--- src/rtl/seg_pkg.sv ---
package seg_pkg;

  typedef enum logic [2:0] {
    SEG_ES = 3'd0,
    SEG_CS = 3'd1,
    SEG_SS = 3'd2,
    SEG_DS = 3'd3,
    SEG_FS = 3'd4,
    SEG_GS = 3'd5
  } seg_id_e;

  localparam int NUM_SEGS = 6;

  // segments whose base is ignored under 64-bit rules
  function automatic logic is_flat_seg(input logic [2:0] idx);
    return (idx == SEG_ES) || (idx == SEG_CS) || (idx == SEG_SS) || (idx == SEG_DS);
  endfunction

endpackage

--- src/rtl/seg_table.sv ---
module seg_table
  import seg_pkg::*;
#(
  parameter int NSEG   = NUM_SEGS,
  parameter int IDX_W  = 3,
  parameter int SEL_W  = 16,
  parameter int BASE_W = 64,
  parameter int LIM_W  = 32
) (
  input  logic              clk,
  input  logic              rst,
  input  logic              ld_en,
  input  logic [IDX_W-1:0]  ld_idx,
  input  logic              ld_xfer,
  input  logic [SEL_W-1:0]  ld_sel,
  input  logic [BASE_W-1:0] ld_base,
  input  logic [LIM_W-1:0]  ld_limit,
  output logic              ld_err,
  input  logic [IDX_W-1:0]  rd_idx,
  output logic              rd_hit,
  output logic [SEL_W-1:0]  rd_sel,
  output logic [BASE_W-1:0] rd_base,
  output logic [LIM_W-1:0]  rd_limit
);

  logic [SEL_W-1:0]  sel_q  [NSEG];
  logic [BASE_W-1:0] base_q [NSEG];
  logic [LIM_W-1:0]  lim_q  [NSEG];

  logic ld_idx_ok;
  logic ld_accept;

  assign ld_idx_ok = (32'(ld_idx) < NSEG);
  assign ld_accept = ld_en && ld_idx_ok && ((ld_idx != IDX_W'(SEG_CS)) || ld_xfer);

  for (genvar g = 0; g < NSEG; g++) begin : g_entry
    always_ff @(posedge clk) begin
      if (rst) begin
        sel_q[g]  <= '0;
        base_q[g] <= '0;
        lim_q[g]  <= '0;
      end else if (ld_accept && (32'(ld_idx) == g)) begin
        sel_q[g]  <= ld_sel;
        base_q[g] <= ld_base;
        lim_q[g]  <= ld_limit;
      end
    end
  end

  always_ff @(posedge clk) begin
    if (rst) ld_err <= 1'b0;
    else     ld_err <= ld_en && !ld_accept;
  end

  // read side returns pre-write contents during a same-cycle load
  always_comb begin
    rd_hit   = 1'b0;
    rd_sel   = '0;
    rd_base  = '0;
    rd_limit = '0;
    for (int i = 0; i < NSEG; i++) begin
      if (32'(rd_idx) == i) begin
        rd_hit   = 1'b1;
        rd_sel   = sel_q[i];
        rd_base  = base_q[i];
        rd_limit = lim_q[i];
      end
    end
  end

endmodule

--- src/rtl/seg_addr_calc.sv ---
module seg_addr_calc
  import seg_pkg::*;
#(
  parameter int IDX_W  = 3,
  parameter int ADDR_W = 64,
  parameter int LEG_W  = 32,
  parameter int LIM_W  = 32
) (
  input  logic              long_mode,
  input  logic [IDX_W-1:0]  idx,
  input  logic              hit,
  input  logic [ADDR_W-1:0] base,
  input  logic [LIM_W-1:0]  limit,
  input  logic [ADDR_W-1:0] ofs,
  output logic [ADDR_W-1:0] addr,
  output logic              fault
);

  localparam int HI_W = ADDR_W - LEG_W;

  logic [LEG_W-1:0]  leg_sum;
  logic              leg_over;
  logic [ADDR_W-1:0] long_base;
  logic [ADDR_W-1:0] long_sum;

  assign leg_sum   = base[LEG_W-1:0] + ofs[LEG_W-1:0];
  assign leg_over  = ADDR_W'(ofs[LEG_W-1:0]) > ADDR_W'(limit);
  assign long_base = is_flat_seg(3'(idx)) ? '0 : base;
  assign long_sum  = long_base + ofs;

  always_comb begin
    if (!hit) begin
      addr  = '0;
      fault = 1'b1;
    end else if (long_mode) begin
      addr  = long_sum;
      fault = 1'b0;
    end else begin
      addr  = {{HI_W{1'b0}}, leg_sum};
      fault = leg_over;
    end
  end

endmodule

--- src/rtl/seg_addr_gen.sv ---
module seg_addr_gen
  import seg_pkg::*;
#(
  parameter int NSEG   = NUM_SEGS,
  parameter int IDX_W  = 3,
  parameter int SEL_W  = 16,
  parameter int ADDR_W = 64,
  parameter int LEG_W  = 32,
  parameter int LIM_W  = 32
) (
  input  logic              clk,
  input  logic              rst,
  input  logic              long_mode,
  input  logic              ld_en,
  input  logic [IDX_W-1:0]  ld_idx,
  input  logic              ld_xfer,
  input  logic [SEL_W-1:0]  ld_sel,
  input  logic [ADDR_W-1:0] ld_base,
  input  logic [LIM_W-1:0]  ld_limit,
  output logic              ld_err,
  input  logic              req_vld,
  input  logic [IDX_W-1:0]  req_idx,
  input  logic [ADDR_W-1:0] req_ofs,
  output logic              out_vld,
  output logic [ADDR_W-1:0] out_addr,
  output logic              out_fault,
  output logic [SEL_W-1:0]  out_sel
);

  logic              rd_hit;
  logic [SEL_W-1:0]  rd_sel;
  logic [ADDR_W-1:0] rd_base;
  logic [LIM_W-1:0]  rd_limit;
  logic [ADDR_W-1:0] calc_addr;
  logic              calc_fault;

  seg_table #(
    .NSEG(NSEG), .IDX_W(IDX_W), .SEL_W(SEL_W), .BASE_W(ADDR_W), .LIM_W(LIM_W)
  ) table_i (
    .clk      (clk),
    .rst      (rst),
    .ld_en    (ld_en),
    .ld_idx   (ld_idx),
    .ld_xfer  (ld_xfer),
    .ld_sel   (ld_sel),
    .ld_base  (ld_base),
    .ld_limit (ld_limit),
    .ld_err   (ld_err),
    .rd_idx   (req_idx),
    .rd_hit   (rd_hit),
    .rd_sel   (rd_sel),
    .rd_base  (rd_base),
    .rd_limit (rd_limit)
  );

  seg_addr_calc #(
    .IDX_W(IDX_W), .ADDR_W(ADDR_W), .LEG_W(LEG_W), .LIM_W(LIM_W)
  ) calc_i (
    .long_mode (long_mode),
    .idx       (req_idx),
    .hit       (rd_hit),
    .base      (rd_base),
    .limit     (rd_limit),
    .ofs       (req_ofs),
    .addr      (calc_addr),
    .fault     (calc_fault)
  );

  always_ff @(posedge clk) begin
    if (rst) begin
      out_vld   <= 1'b0;
      out_addr  <= '0;
      out_fault <= 1'b0;
      out_sel   <= '0;
    end else begin
      out_vld <= req_vld;
      if (req_vld) begin
        out_addr  <= calc_addr;
        out_fault <= calc_fault;
        out_sel   <= rd_sel;
      end
    end
  end

endmodule

--- config.mk ---
export PLATFORM = sky130hd
export DESIGN_NAME = seg_addr_gen
export DESIGN_NICKNAME = d
export VERILOG_FILES = /design/src/rtl/seg_pkg.sv /design/src/rtl/seg_table.sv /design/src/rtl/seg_addr_calc.sv /design/src/rtl/seg_addr_gen.sv
export SDC_FILE = /design/constraint.sdc
export NUM_CORES = 1
export LEC_CHECK = 0
export ABC_AREA = 1
export CAP_MARGIN = 15
export CORE_ASPECT_RATIO = 0.7
export CORE_MARGIN = 10
export CORE_UTILIZATION = 40
export DETAILED_ROUTE_END_ITERATION = 16
export PLACE_DENSITY = 0.62
export SETUP_SLACK_MARGIN = 0.3
export SLEW_MARGIN = 20
export SYNTH_ARGS = -nofsm -noshare
export SYNTH_HDL_FRONTEND = slang
export SYNTH_SLANG_ARGS = --single-unit
export TNS_END_PERCENT = 20
--- constraint.sdc ---
create_clock -name clk -period 4.7 [get_ports clk]
set_clock_uncertainty 0.2 [all_clocks]
set_input_delay 0.705 -clock clk [delete_from_list [all_inputs] [get_ports clk]]
set_output_delay 0.705 -clock clk [all_outputs]
set_load 0.05 [all_outputs]
==> reports/metrics.cfg <==
[critical_path]
arrival_ps = 4520
cp.required_ps = 4990
critPathLaunchType = input pin
path_class = in2reg
cp_max_fo = 16
end_kind = register

[routing]
wire_per_inst_um = 22.3
drtAntennaViolNets = 0
first_iter_violations = 3905
vias = 31395
drt-total-wl_mm = 132
firstDrtPassIters = 5
drc_errors = 0
via_per_inst = 5.31

[clock_tree]
postCtsHoldBufs = 0
cts_tree = yes
clk_path_buf_depth = 3
cts_setup_buffers = 0
cts-root-buf = clkbuf_16
cts.clk_slew.worst_paths_ps = 60
htree_levels = 3
cts_made_buffers = 67
cts.sinks = 631
clk-insertion-delay-late_ps = 670
cts.repair.resized = 0

[yosys]
ys_async_sr_fraction_pct = 0
synth_cells = 4126
synth_nets = 4442
ys_ff_latch = 631
synth_edf_count = 548
ys_warn_count = 0
ys.flop_type = edfxtp_1
ys_seq_area_share_pct = 52.7
syn_area_um2 = 34300
syn_area_per_cell_um2 = 8.33
ys_types = 51

[timing]
slew_violations = 0
setup_viol = 0
period_needed_ps = 4230
finalWorstSetupSlack_ps = 470
tightest_slew_ps = 1090
rsz0062_at_grt = false
finalHoldViolations = 0
slew_headroom_pct = 27.1
fmax_ghz = 0.236
finalCritPeriodShare_pct = 90.0

[finish]
drive_gt1_share_pct = 11.7
final_cell_area_um2 = 43600
nNetsFinal = 5031
areaGrowthSynthToFinish_pct = 26.9
final_cell_count_no_fill = 5907
antennaDiodeCount = 0
utilization_pct = 51.4

[global_route]
grt_max_degree = 113
antenna_found_initial = 6
use_met1_pct = 39.1
grt-ovfl-total = 0
grt_pass1_vias = 28875
grt_util_met3_pct = 7.38
top_usage_layer = met1
grt_pass1_wl_mm = 191
grt_use_met2_pct = 36.2
track_usage_pct = 25.9

[floorplanning]
core_area_um2 = 84700
start_util_pct = 40.5
fp-row-count = 89
die_x_um = 370
die_area_um2 = 98200
num_io_pins = 271
die_y_um = 265

[place]
dp_slack_ps = -161
portBuffers = 270
dp.cells = 5783
place.gp.congestion = 1.04
place_area_um2 = 41200
dp_hpwl_mm = 96.7

[power_and_ir_drop]
powerDensity_nw_per_um2 = 353
p_leak_nw = 19.6
power_mw = 15.4
ir_worst_vdd_v = 0.000254

[hold_path]
hold_path.class = in2reg

[status]
status = finished clean

[run]
max-cap-violations = 0

[area by class of cell]
type / instances / area (µm²)
multi-input combinational: 2808 / 13600
sequential: 631 / 18100
tap: 1137 / 1420
inverter: 530 / 1990
clock inverter: 43 / 566
clock buffer: 81 / 1780
timing repair buffer: 677 / 6070
fill: 7931 / 41200
[per-layer routing]
layer / vias up / part of all wire [%]
li1: 14793 / -
met1: 14828 / 45
met2: 1614 / 40
met3: 154 / 12
met4: 6 / 2.1
met5: - / 0.026
[final timing paths]
check                                      start                         to  slack [ps]  cells after the start
max reg2reg  table_i.base_q[0][87]$_SDFFCE_PN0P_  out_addr[63]$_SDFFE_PP0P_        1270                     18
min                                          rst   out_sel[13]$_SDFFE_PP0P_         130                      2
min reg2reg            out_addr[61]$_SDFFE_PP0P_  out_addr[61]$_SDFFE_PP0P_         260                      2
max                                   req_idx[1]  out_addr[17]$_SDFFE_PP0P_         470                     22
[cells in the final DEF (no fill, tap or decap), drive strengths merged, types with 11 or more instances in the layout]
cell,instances
a21oi,236
dfxtp,83
nand2,1072
inv,533
clkdlybuf4s50,268
clkbuf,81
buf,408
nor2,752
a22o,46
nand3,242
clkinv,30
edfxtp,548
a22oi,46
nand4,51
a221oi,25
o21bai,11
nor3,29
ha,126
o22ai,36
o21ai,64
[synth_stat cells, types with 4 or more instances]
library cell  count  area (µm²)
xnor2_1           7        61.3
nor2_4            4        45.0
o22ai_1          36         225
or2_2             7        43.8
nand3b_1          9        67.6
ha_1            126        1580
o21ai_0          62         310
buf_4            11        82.6
o21bai_1         11        82.6
nand2_1        1068        4010
a21oi_1         234        1170
inv_1           519        1950
clkbuf_1         89         334
inv_2            11        41.3
nand3_1         239        1200
edfxtp_1        548       16500
and3_1            4        25.0
nor4_1            5        31.3
o221ai_1          8        70.1
a21o_1            4        30.0
nor3_1           26         130
a22oi_1          46         345
a221oi_1         25         219
nor2_2            4        25.0
nor2_1          744        2790
o211ai_1          9        67.6
a22o_1           46         403
dfxtp_1          83        1660
buf_1            15        56.3
nand4_1          51         319
buf_2            41         205
[flip-flops by register name (all words and copies together) (netlist names)]
register and count:
table_i.ld_err 1, out_vld 1, out_fault 1, out_sel 16, table_i.sel_q 96, out_addr 64
table_i.base_q 260, table_i.lim_q 192
[cells by family after synthesis]
| family | share of synthesized area, % |
|---|---|
| XOR/XNOR | 0.229 |
| AND/OR/NAND/NOR | 25.6 |
| flip-flops | 52.7 |
| multiplexers | 0.0291 |
| adder cells (fa/ha/maj) | 4.71 |
| buffers and inverters | 7.80 |
| AO/OA/AOI/OAI | 8.89 |
[power breakdown]
group,leakage [nW],internal (mW),switching [mW]
clock,1.13,3.17,2.47
sequential,5.97,6.46,0.128
combinational,12.5,1.16,1.99
[through the flow]
step,hold WS [ps],TNS (ps)
3_3_place_gp,254,-579
6_report,132,0
4_1_cts,104,0
3_5_place_dp,257,-1200
2_1_floorplan,329,0
5_1_grt,129,0
[worst max-delay path, stage by stage]
cell and delay (ps):
clkdlybuf4s50_1 550, inv_2 120, nand2_1 150, nor2_4 50
buf_12 150, buf_4 170, a22oi_1 210, nand3_1 100
o22ai_1 210, nor2_1 70, ha_1 290, buf_4 160
nand2_1 100, inv_1 50, a21oi_1 340, nand2_1 260
nand2_1 130, nand2_1 70, nand2_1 60, nand3_1 200
nand3_1 260, a21oi_1 90
(Power assumes the default switching activity.)
